**src/rtl/pwr_seq_pkg.sv**
```systemverilog
package pwr_seq_pkg;

  typedef enum logic [3:0] {
    ST_IDLE,
    ST_OFF_SLEEP, ST_OFF_W1, ST_OFF_MEM, ST_OFF_W2, ST_OFF_ISO, ST_OFF_WL, ST_OFF_CLK,
    ST_ON_SLEEP, ST_ON_W1, ST_ON_MEM, ST_ON_W2, ST_ON_RST, ST_ON_ISO, ST_ON_UNRST, ST_ON_CLK
  } seq_st_e;

  typedef struct packed {
    logic sleep_set;
    logic sleep_clr;
    logic mem_set;
    logic mem_clr;
    logic iso_set;
    logic iso_clr;
    logic rst_set;
    logic rst_clr;
    logic clk_off;
    logic clk_on;
  } step_t;

endpackage

```
**src/rtl/pwr_seq_timer.sv**
```systemverilog
module pwr_seq_timer #(
  parameter int unsigned CW = 8
) (
  input  logic          clk,
  input  logic          rst_n,
  input  logic          load,
  input  logic [CW-1:0] load_val,
  output logic          expired
);

  logic [CW-1:0] cnt_q;

  always_ff @(posedge clk) begin
    if (!rst_n)             cnt_q <= '0;
    else if (load)          cnt_q <= load_val;
    else if (cnt_q != '0)   cnt_q <= cnt_q - 1'b1;
  end

  assign expired = (cnt_q == '0);


  count_floor_chk: assert property (@(posedge clk) disable iff (!rst_n)
    (!load && cnt_q == '0) |=> (cnt_q == '0));

endmodule

```
**src/rtl/pwr_seq_fsm.sv**
```systemverilog
module pwr_seq_fsm
  import pwr_seq_pkg::*;
#(
  parameter int unsigned SHORT_WAIT = 1000,
  parameter int unsigned LONG_WAIT  = 1000000,
  parameter int unsigned CW         = 20
) (
  input  logic  clk,
  input  logic  rst_n,
  input  logic  go_on,
  input  logic  go_off,
  output logic  idle,
  output step_t step,
  output logic  done_o
);

  localparam logic [CW-1:0] SHORT_LD = CW'(SHORT_WAIT - 1);
  localparam logic [CW-1:0] LONG_LD  = CW'(LONG_WAIT - 1);

  seq_st_e       state_q, state_d;
  logic          tmr_load, expired, fin, done_q;
  logic [CW-1:0] tmr_val;

  pwr_seq_timer #(.CW(CW)) i_timer (
    .clk      (clk),
    .rst_n    (rst_n),
    .load     (tmr_load),
    .load_val (tmr_val),
    .expired  (expired)
  );

  always_comb begin
    state_d  = state_q;
    step     = '0;
    tmr_load = 1'b0;
    tmr_val  = SHORT_LD;
    fin      = 1'b0;
    unique case (state_q)
      ST_IDLE: begin
        if (go_off)     state_d = ST_OFF_SLEEP;
        else if (go_on) state_d = ST_ON_SLEEP;
      end
      ST_OFF_SLEEP: begin step.sleep_set = 1'b1; tmr_load = 1'b1; state_d = ST_OFF_W1; end
      ST_OFF_W1:    if (expired) state_d = ST_OFF_MEM;
      ST_OFF_MEM:   begin step.mem_set = 1'b1; tmr_load = 1'b1; state_d = ST_OFF_W2; end
      ST_OFF_W2:    if (expired) state_d = ST_OFF_ISO;
      ST_OFF_ISO: begin
        step.iso_set = 1'b1;
        tmr_load     = 1'b1;
        tmr_val      = LONG_LD;
        state_d      = ST_OFF_WL;
      end
      ST_OFF_WL:    if (expired) state_d = ST_OFF_CLK;
      ST_OFF_CLK:   begin step.clk_off = 1'b1; fin = 1'b1; state_d = ST_IDLE; end
      ST_ON_SLEEP:  begin step.sleep_clr = 1'b1; tmr_load = 1'b1; state_d = ST_ON_W1; end
      ST_ON_W1:     if (expired) state_d = ST_ON_MEM;
      ST_ON_MEM:    begin step.mem_clr = 1'b1; tmr_load = 1'b1; state_d = ST_ON_W2; end
      ST_ON_W2:     if (expired) state_d = ST_ON_RST;
      ST_ON_RST:    begin step.rst_set = 1'b1; state_d = ST_ON_ISO; end
      ST_ON_ISO:    begin step.iso_clr = 1'b1; state_d = ST_ON_UNRST; end
      ST_ON_UNRST:  begin step.rst_clr = 1'b1; state_d = ST_ON_CLK; end
      ST_ON_CLK:    begin step.clk_on = 1'b1; fin = 1'b1; state_d = ST_IDLE; end
      default:      state_d = ST_IDLE;
    endcase
  end

  always_ff @(posedge clk) begin
    if (!rst_n) begin
      state_q <= ST_IDLE;
      done_q  <= 1'b0;
    end else begin
      state_q <= state_d;
      done_q  <= fin;
    end
  end

  assign idle   = (state_q == ST_IDLE);
  assign done_o = done_q;


  accept_idle_chk: assert property (@(posedge clk) disable iff (!rst_n)
    (go_on || go_off) |-> (state_q == ST_IDLE));


  done_single_chk: assert property (@(posedge clk) disable iff (!rst_n)
    done_q |=> !done_q);

endmodule

```
**src/rtl/pwr_seq_outs.sv**
```systemverilog
module pwr_seq_outs
  import pwr_seq_pkg::*;
#(
  parameter int unsigned N_MEM   = 4,
  parameter int unsigned MEM_W   = 2,
  parameter int unsigned HAS_TOP = 1
) (
  input  logic                   clk,
  input  logic                   rst_n,
  input  logic                   aon_i,
  input  step_t                  step,
  output logic                   sleep_o,
  output logic [N_MEM*MEM_W-1:0] mem_pd_o,
  output logic                   iso_o,
  output logic                   rst_o,
  output logic                   clk_en_o
);

  localparam int unsigned MW  = N_MEM * MEM_W;
  localparam logic        TOP = (HAS_TOP != 0);

  logic          aon_eff;
  logic          sleep_q, iso_q, rst_q, clk_q;
  logic [MW-1:0] mem_q;

  assign aon_eff = aon_i & TOP;

  always_ff @(posedge clk) begin
    if (!rst_n) begin
      sleep_q <= TOP & ~aon_eff;
      iso_q   <= TOP & ~aon_eff;
      rst_q   <= ~aon_eff;
      clk_q   <= aon_eff;
    end else begin
      if (TOP) begin
        if (step.sleep_set)      sleep_q <= 1'b1;
        else if (step.sleep_clr) sleep_q <= 1'b0;
        if (step.iso_set)        iso_q   <= 1'b1;
        else if (step.iso_clr)   iso_q   <= 1'b0;
      end
      if (step.rst_set)          rst_q   <= 1'b1;
      else if (step.rst_clr)     rst_q   <= 1'b0;
      if (step.clk_on)           clk_q   <= 1'b1;
      else if (step.clk_off)     clk_q   <= 1'b0;
    end
  end

  for (genvar g = 0; g < N_MEM; g++) begin : g_bank
    always_ff @(posedge clk) begin
      if (!rst_n)             mem_q[g*MEM_W +: MEM_W] <= aon_eff ? '0 : '1;
      else if (step.mem_set)  mem_q[g*MEM_W +: MEM_W] <= '1;
      else if (step.mem_clr)  mem_q[g*MEM_W +: MEM_W] <= '0;
    end
  end

  assign sleep_o  = sleep_q;
  assign iso_o    = iso_q;
  assign rst_o    = rst_q;
  assign clk_en_o = clk_q;
  assign mem_pd_o = mem_q;


  iso_under_reset_chk: assert property (@(posedge clk) disable iff (!rst_n)
    $fell(iso_q) |-> rst_q);


  clk_last_chk: assert property (@(posedge clk) disable iff (!rst_n)
    $rose(clk_q) |-> (!rst_q && !iso_q && mem_q == '0));


  iso_after_mem_chk: assert property (@(posedge clk) disable iff (!rst_n)
    $rose(iso_q) |-> (&mem_q && sleep_q));


  clk_gate_chk: assert property (@(posedge clk) disable iff (!rst_n)
    $fell(clk_q) |-> (&mem_q && (iso_q || !TOP)));


  sleep_first_chk: assert property (@(posedge clk) disable iff (!rst_n)
    $rose(sleep_q) |-> (mem_q == '0));

endmodule

```
**src/rtl/pwr_island_seq.sv**
```systemverilog
module pwr_island_seq
  import pwr_seq_pkg::*;
#(
  parameter int unsigned N_MEM      = 4,
  parameter int unsigned MEM_W      = 2,
  parameter int unsigned HAS_TOP    = 1,
  parameter int unsigned SHORT_WAIT = 1000,
  parameter int unsigned LONG_WAIT  = 1000000
) (
  input  logic                   clk,
  input  logic                   rst_n,
  input  logic                   aon_strap_i,
  input  logic                   req_valid_i,
  output logic                   req_ready_o,
  input  logic                   req_on_i,
  input  logic                   shutdown_i,
  output logic                   sleep_o,
  output logic [N_MEM*MEM_W-1:0] mem_pd_o,
  output logic                   iso_o,
  output logic                   island_rst_o,
  output logic                   clk_en_o,
  output logic                   busy_o,
  output logic                   done_o,
  output logic                   powered_off_o
);

  localparam logic        TOP  = (HAS_TOP != 0);
  localparam int unsigned MAXW = (SHORT_WAIT > LONG_WAIT) ? SHORT_WAIT : LONG_WAIT;
  localparam int unsigned CW   = $clog2(MAXW + 1);

  logic  idle, locked_q, sd_take, fire, go_on, go_off;
  step_t step;

  always_ff @(posedge clk) begin
    if (!rst_n) locked_q <= aon_strap_i & TOP;
  end

  assign sd_take     = idle & shutdown_i & TOP & ~sleep_o;
  assign req_ready_o = idle & ~(shutdown_i & TOP);
  assign fire        = req_valid_i & req_ready_o;
  assign go_off      = sd_take | (fire & ~req_on_i & ~locked_q);
  assign go_on       = fire & req_on_i;
  assign busy_o      = ~idle;

  pwr_seq_fsm #(
    .SHORT_WAIT (SHORT_WAIT),
    .LONG_WAIT  (LONG_WAIT),
    .CW         (CW)
  ) i_fsm (
    .clk    (clk),
    .rst_n  (rst_n),
    .go_on  (go_on),
    .go_off (go_off),
    .idle   (idle),
    .step   (step),
    .done_o (done_o)
  );

  pwr_seq_outs #(
    .N_MEM   (N_MEM),
    .MEM_W   (MEM_W),
    .HAS_TOP (HAS_TOP)
  ) i_outs (
    .clk      (clk),
    .rst_n    (rst_n),
    .aon_i    (aon_strap_i),
    .step     (step),
    .sleep_o  (sleep_o),
    .mem_pd_o (mem_pd_o),
    .iso_o    (iso_o),
    .rst_o    (island_rst_o),
    .clk_en_o (clk_en_o)
  );

  if (TOP) begin : g_status_top
    assign powered_off_o = sleep_o;
  end else begin : g_status_mem
    assign powered_off_o = &mem_pd_o;
  end


  lock_refuse_chk: assert property (@(posedge clk) disable iff (!rst_n)
    (locked_q && fire && !req_on_i) |=> !busy_o);


  shutdown_off_noop_chk: assert property (@(posedge clk) disable iff (!rst_n)
    (TOP && idle && shutdown_i && sleep_o) |=> !busy_o);


  shutdown_start_chk: assert property (@(posedge clk) disable iff (!rst_n)
    (TOP && idle && shutdown_i && !sleep_o) |=> (busy_o && !req_ready_o));

endmodule

```
**config.mk**
```make
export PLATFORM = sky130hd
export DESIGN_NAME = pwr_island_seq
export DESIGN_NICKNAME = d
export VERILOG_FILES = /design/src/rtl/pwr_seq_pkg.sv /design/src/rtl/pwr_seq_timer.sv /design/src/rtl/pwr_seq_fsm.sv /design/src/rtl/pwr_seq_outs.sv /design/src/rtl/pwr_island_seq.sv
export SDC_FILE = /design/constraint.sdc
export NUM_CORES = 1
export LEC_CHECK = 0
export ABC_AREA = 0
export CAP_MARGIN = 20
export CORE_ASPECT_RATIO = 1.1
export CORE_MARGIN = 5
export CORE_UTILIZATION = 60
export CTS_CLUSTER_DIAMETER = 150
export DETAILED_ROUTE_END_ITERATION = 12
export DONT_BUFFER_PORTS = 1
export PLACE_DENSITY = 0.76
export SLEW_MARGIN = 40
export SYNTH_ARGS = -nofsm -noshare
export SYNTH_HDL_FRONTEND = slang
export SYNTH_SLANG_ARGS = --single-unit
```
**constraint.sdc**
```tcl
create_clock -name clk -period 1.9 [get_ports clk]
set_input_delay 0.095 -clock clk [delete_from_list [all_inputs] [get_ports clk]]
set_output_delay 0.095 -clock clk [all_outputs]
set_load 0.02 [all_outputs]
```
==> impl_results.md, run 1 <==
- P&R area growth vs syn: 13.2%
- Starting Density: roughly 61%
- Worst endpoint required time: about 2200 ps
- Wire length per cell: 15.9 um
- Hold Buf Count CTS: 2
- Cell area after placement: ~1900 um^2
- Worst slack at placement: -58.3 ps
- Die area: around 4200 um^2
- Final instance count without filler cells: between 200 and 300
- Dominant cells by area after synthesis: dfxtp_1, edfxtp_1, nand2_1
- Post-synth top area share: between 20 and 30%
- Cell taking the most area after synthesis: dfxtp_1
- Max Cap Viol: 0
- CTS max path bufs: 2
- Status: finished, violations left
- PortBufs: 0
- Largest net degree at the start of global routing: 19
- Core Footprint: between 2000 and 3000 um^2
- Crit end category: register
- Clk Tree Root Cell: clkbuf_4
- Final Hold Fails: 3
- Die X: 62.6 um
- Tot Pwr: about 0.0037 W
- Row count: 21
- Number of global-route vias before repair: 1617
- Post-synthesis cell area: between 1500 and 2000 um^2
- Library cells used by synthesis: 53
- Rel. slew slack: 59.7%
- Most frequent cell after synthesis: nand2_1
- Synth Flop Type: dfxtp_1
- Tcrit/Tclk final: 98.0%
- Worst-Skew Late Latency: 330 ps
- First-pass GRT wire length: just over 7 mm
- Io pins: 22
- Leakage: around 0.78 nW
- Failing checks: negative hold slack
- Post-synth EDFFs: 6
- Max Clock Skew: ~15 ps
- Ys async rst share: 0%
- Final nets: between 200 and 250
- Die Height: 67.8 um
- Sink Count: 31
- Syn Nets: approximately 220
- Final WS setup: 38.1 ps
- Total global-route track usage: between 20% and 30%
- RSZ-0062 raised after global routing: yes
- Slew Viols, Final: 0
- Finished Cell Area: just over 2000 um^2
- Syn Area/Cell: approximately 8.5 um^2
- Routability congestion estimate: just under 0.9
- Kind of start point of the critical path: register
- Tmin final: around 1900 ps
- Yosys reg bits: 31
- Final TNS setup: 0 ps
- Gr ovfl total: 0
- WHS Path Cells: 2
- HP Class: in -> reg
- Max Fanout on Critical Path: 6
- R2R cell count: 5
- DP Cell Count: about 260
- Seq/Total Area, Yosys: a little under two fifths
- Num CTS Buffers: 5
- Crit path kind: reg -> reg
- Setup Viol. Count Final: 0
- Hold Slack: -64.9 ps
- Vias: roughly 1700
- PD cells: around 1800 nW/um^2
- Post-DRT Antenna Nets: 0
- Final wirelength: between 4 and 5 mm
- H-tree depth: 2
- Router iterations before antenna repair: 4
- Fmax: ~0.54 GHz
- Actual slew at the worst max-slew pin: approximately 600 ps
- Most frequent cells after synthesis: nand2_1, dfxtp_1, a21oi_1, nor2_1, o21ai_0
- Iteration-0 DRC Markers: ~170
- Yosys warning count: 0
- Antenna cells: 0
- Via density: around 6.3
- CTS tree: yes
- Initial antenna violation count: 0
- Peak supply drop: 1.20 mV
- Critical Path AT: roughly 2100 ps
- Layout cells sized above 1: a little over a fifth
- Detailed placement HPWL: between 3 and 4 mm
- # DRC: 0
- Syn Inst Count: approximately 220
- Clock transition at path regs: 100 ps
per-layer routing:
layer	up-vias	GRT usage, %	routed length, um
met1	803	22.4	1670
li1	811	-	-
met2	62	39.8	2210
met3	11	4.60	266
met4	0	11.1	76
met5	-	0	0
repair_timing:
action / in CTS / in global routing
setup buffers: 0 / 1
endpoints found under the hold margin: 18 / 3
pin swaps: 0 / 3
setup endpoints to repair: 4 / 19
resized for setup: 2 / 6
final cells by class:
class                   count  area (um^2)
well taps                  34         42.5
multi-input cells         159         1050
clock buffers               7         55.1
fillers                   244          932
inverters                   7         26.3
flip-flops and latches     31          681
repair buffers             27          208
clock inverters             1         5.00
sequential cells by signal, summed over array words and instances, names as in the netlist:
name / flops
i_outs.iso_o: 1
i_outs.clk_en_o: 1
i_fsm.i_timer.cnt_q: 20
locked_q: 1
i_fsm.state_q: 4
i_outs.sleep_o: 1
i_fsm.done_o: 1
i_outs.rst_o: 1
i_outs.mem_pd_o: 1
report_power, final:
| group | switching (W) | internal, W | total [W] | leakage, nW |
|---|---|---|---|---|
| Clock | 0.000219 | 0.000179 | 0.000398 | 0.0353 |
| Sequential | 0.000188 | 0.000871 | 0.00106 | 0.266 |
| Combinational | 0.00128 | 0.000961 | 0.00224 | 0.482 |
metrics by stage:
step           hold WS (ps)  utilization (%)
6_report              -64.9             68.9
2_1_floorplan           194                -
4_1_cts                4.84             67.5
3_5_place_dp            194             64.7
5_1_grt               -72.7             68.9
3_3_place_gp            194             64.7
worst max-delay path: stages (launching register included):
cell and delay (ps):
dfxtp_1 360, nor4_4 350, and4_2 390, nand3_1 240
a211o_1 350, a21oi_1 110
path summary, 6_finish.rpt:
kind | from | to | slack [ps]
worst max register to register | i_fsm.i_timer.cnt_q[8]$_SDFFE_PN0P_ | i_fsm.state_q[2]$_SDFFE_PN0P_ | 40
worst min register to register | i_fsm.i_timer.cnt_q[11]$_SDFFE_PN0P_ | i_fsm.i_timer.cnt_q[11]$_SDFFE_PN0P_ | 510
worst min-delay path | rst_n | i_fsm.i_timer.cnt_q[19]$_SDFFE_PN0P_ | -60
worst max-delay path | i_fsm.i_timer.cnt_q[8]$_SDFFE_PN0P_ | i_fsm.state_q[2]$_SDFFE_PN0P_ | 40
cell families (layout without fill, tap and decap cells):
logic type | after synthesis | in the layout | share of synthesized area, %
xor gates and xnor gates | 9 | 9 | 4.32
AOI/OAI and AO/OA | 57 | 57 | 21.1
muxes | 1 | 1 | 0.618
DFF | 31 | 31 | 37.3
buffers and inverters | 25 | 42 | 7.28
adders and majority gates | 2 | 2 | 1.37
and+or+nand+nor | 90 | 90 | 28.0
cells in the final DEF (no fill, tap or decap), types with 6 or more instances in the layout:
master    synthesis  routed
nand2_1          26      26
dfxtp_1          25      25
buf_4             8      25
a21oi_1          16      16
nor2_1           13      13
o21ai_0          12      11
inv_1             7       7
xnor2_1           7       7
edfxtp_1          6       6
No activity file was read; power rests on OpenSTA's default activity.
==> inputs of run 2 (changes only) <==
==> constraint.sdc (replaced) <==
create_clock -name clk -period 1.9 [get_ports clk]
set_input_delay 0.38 -clock clk [delete_from_list [all_inputs] [get_ports clk]]
set_output_delay 0.38 -clock clk [all_outputs]
set_load 0.02 [all_outputs]
==> run 2 against run 1 <==
  * The run now ends clean
  * Sequential share of layout area increased by 0.082 points
  * Clock-buffer cell count rose by 1
  * Critical path depth fell by 2
  * Non-clock buffer count shrank 1
  * Die area did not move
  * Clock skew shrank 2.6 ps
  * Worst hold slack gained 200 ps
  * Sequential cell count stayed put
  * Critical path type is now reg -> out
  * Highest routed layer unchanged
==> impl_results.md, run 2 (synthesis results as in run 1) <==
- Status: completed (was finished, violations left)
- Most frequent cells in the layout: nand2_1, buf_4, dfxtp_1 (was nand2_1, dfxtp_1, buf_4)
- Slew Viols, Final: 0 (unchanged)
- Antenna cells: 0 (unchanged)
- Clock transition at path regs: 100 ps (about the same)
- Row count: 21 (unchanged)
- Final nets: 238 (was 239)
- CTS tree: yes (unchanged)
- Fin util: 69.1% (was 68.9%)
- Met3 global-route usage: 6.73% (was 4.60%)
- H-tree depth: 2 (unchanged)
- Layout cells sized above 1: 24.7% (was 21.6%)
- Max Fanout on Critical Path: 3 (was 6)
- Met1 usage: 22.3% (was 22.4%)
- WHS Path Cells: 0 (was 2)
- # DRC: 0 (unchanged)
- Io pins: 22 (unchanged)
- Total global-route track usage: 21.8% (was 21.2%)
- Iteration-0 DRC Markers: 113 (was 167)
- Final wirelength: 4.34 mm (was 4.23 mm)
- Worst endpoint required time: 1520 ps (was 2170 ps)
- Via density: 6.29 (was 6.34)
- Met2 global-route usage: 40.0% (was 39.8%)
- HP Class: in -> reg (unchanged)
- Number of global-route vias before repair: 1635 (was 1617)
- CP Cell Sequence: or4_4 -> nor2_2 -> buf_4 (was nor4_4 -> and4_2 -> nand3_1 -> a211o_1 -> a21oi_1)
- Vias: 1668 (was 1687)
- Setup Viol. Count Final: 0 (unchanged)
- Largest reg by FF count: i_fsm.i_timer.cnt_q (unchanged)
- Critical path buffers and inverters: 1 (was 0)
- Clk Tree Root Cell: clkbuf_4 (unchanged)
- Kind of start point of the critical path: register (unchanged)
- Post-DRT Antenna Nets: 0 (unchanged)
- PD cells: 1820 nW/um^2 (was 1790 nW/um^2)
- Die X: 62.6 um (unchanged)
- First-pass GRT wire length: 7.23 mm (was 7.16 mm)
- Rel. slew slack: 60.0% (was 59.7%)
- Tmin final: 1830 ps (was 1860 ps)
- P&R area growth vs syn: 13.5% (was 13.2%)
- Num CTS Buffers: 5 (unchanged)
- R2R cell count: 5 (unchanged)
- Sink Count: 31 (unchanged)
- Die Height: 67.8 um (unchanged)
- Largest delay share family, worst path: simple AND/OR/NAND/NOR gates (unchanged)
- Max Clock Skew: 12.0 ps (was 14.5 ps)
- Max Cap Viol: 0 (unchanged)
- Crit end category: output pin (was register)
- Tcrit/Tclk final: 96.3% (was 98.0%)
- Top Usage Layer GRT: met2 (unchanged)
- Critical Path AT: 1450 ps (was 2130 ps)
- Crit path kind: reg -> out (was reg -> reg)
- Router iterations before antenna repair: 4 (unchanged)
- Final Hold Fails: 0 (was 3)
- Largest regs: i_fsm.i_timer.cnt_q (20), i_fsm.state_q (4) (unchanged)
- Worst-Skew Late Latency: 330 ps (about the same)
- CP max-delay cell: or4_4 (was and4_2)
- Starting Density: 60.9% (unchanged)
- Detailed placement HPWL: 3.14 mm (was 3.13 mm)
- Fmax: 0.546 GHz (was 0.537 GHz)
- Initial antenna violation count: 0 (unchanged)
- Hold Slack: 139 ps (was -64.9 ps)
- Wire length per cell: 16.4 um (was 15.9 um)
- Actual slew at the worst max-slew pin: 600 ps (was 602 ps)
- Largest net degree at the start of global routing: 24 (was 19)
- Routability congestion estimate: 0.841 (was 0.878)
- Peak supply drop: 1.18 mV (was 1.20 mV)
- Final WS setup: 69.9 ps (was 38.1 ps)
- Gr ovfl total: 0 (unchanged)
- Die area: 4240 um^2 (unchanged)
- Worst slack at placement: -98.6 ps (was -58.3 ps)
- RSZ-0062 raised after global routing: yes (unchanged)
- Core Footprint: 3000 um^2 (unchanged)
- CTS max path bufs: 2 (unchanged)
- Critical path depth in cells: 3 (was 5)
- Delay of the slowest cell on the worst path: 550 ps (was 390 ps)
- Hold Buf Count CTS: 0 (was 2)
- Worst reg2reg setup slack: 80 ps (was 40 ps)
- PortBufs: 0 (unchanged)
- Leakage: 0.777 nW (was 0.784 nW)
- Number of flip-flops in the largest register: 20 (unchanged)
==> run 2: cell count changes in the layout (fill, tap and decap cells not counted), moves of 2 or more <==
cell and change:
dfxtp_1 -3, dfxtp_2 +3, clkbuf_1 +2, dlygate4sd3_1 -2, nand3_2 +2, nand3_1 -2
==> run 2: worst paths after layout <==
check	from	endpoint
worst max register to register	i_fsm.i_timer.cnt_q[5]$_SDFFE_PN0P_	i_fsm.state_q[0]$_SDFFE_PN0P_
worst max-delay path	i_fsm.state_q[0]$_SDFFE_PN0P_	req_ready_o
worst min-delay path	aon_strap_i	locked_q$_DFFE_PN_
worst min register to register	i_fsm.i_timer.cnt_q[11]$_SDFFE_PN0P_	i_fsm.i_timer.cnt_q[11]$_SDFFE_PN0P_
==> run 2: layer usage <==
metal	vias to the layer above	part of all wire (%)	routed length (um)
li1	810	-	-
met1	798	39	1680
met2	46	53	2290
met3	14	5.5	239
met4	0	3.0	129
met5	-	0	0
==> run 2: layout make-up <==
type,count,area (um^2)
inverters,7,26.3
clock buffers,8,48.8
repair buffers,26,195
multi-input cells,159,1070
flip-flops and latches,31,684
well taps,34,42.5
fillers,226,926
==> run 2: report_power, final <==
part / switching (W) / internal [W] / total [W]
registers: 0.000198 / 0.000877 / 0.00107
clock network: 0.000211 / 0.000147 / 0.000358
logic: 0.00130 / 0.00103 / 0.00232
total: 0.00171 / 0.00205 / 0.00376
==> run 2: timing repair <==
item,in CTS,in global routing
pin swaps,0,3
gates resized for setup,3,15
setup buffers,0,1
endpoints found under the setup margin,6,20
==> run 2: through the flow <==
stage,instance area (um^2),total power (W),std cells,setup TNS [ps]
after floorplan,1820,0.00257,215,0
after global placement,1950,0.00307,256,-10.9
after detailed placement,1950,0.00318,256,-277
after CTS,2000,0.00357,264,0
after global routing,2070,0.00406,265,-84.9
final,2070,0.00376,265,0
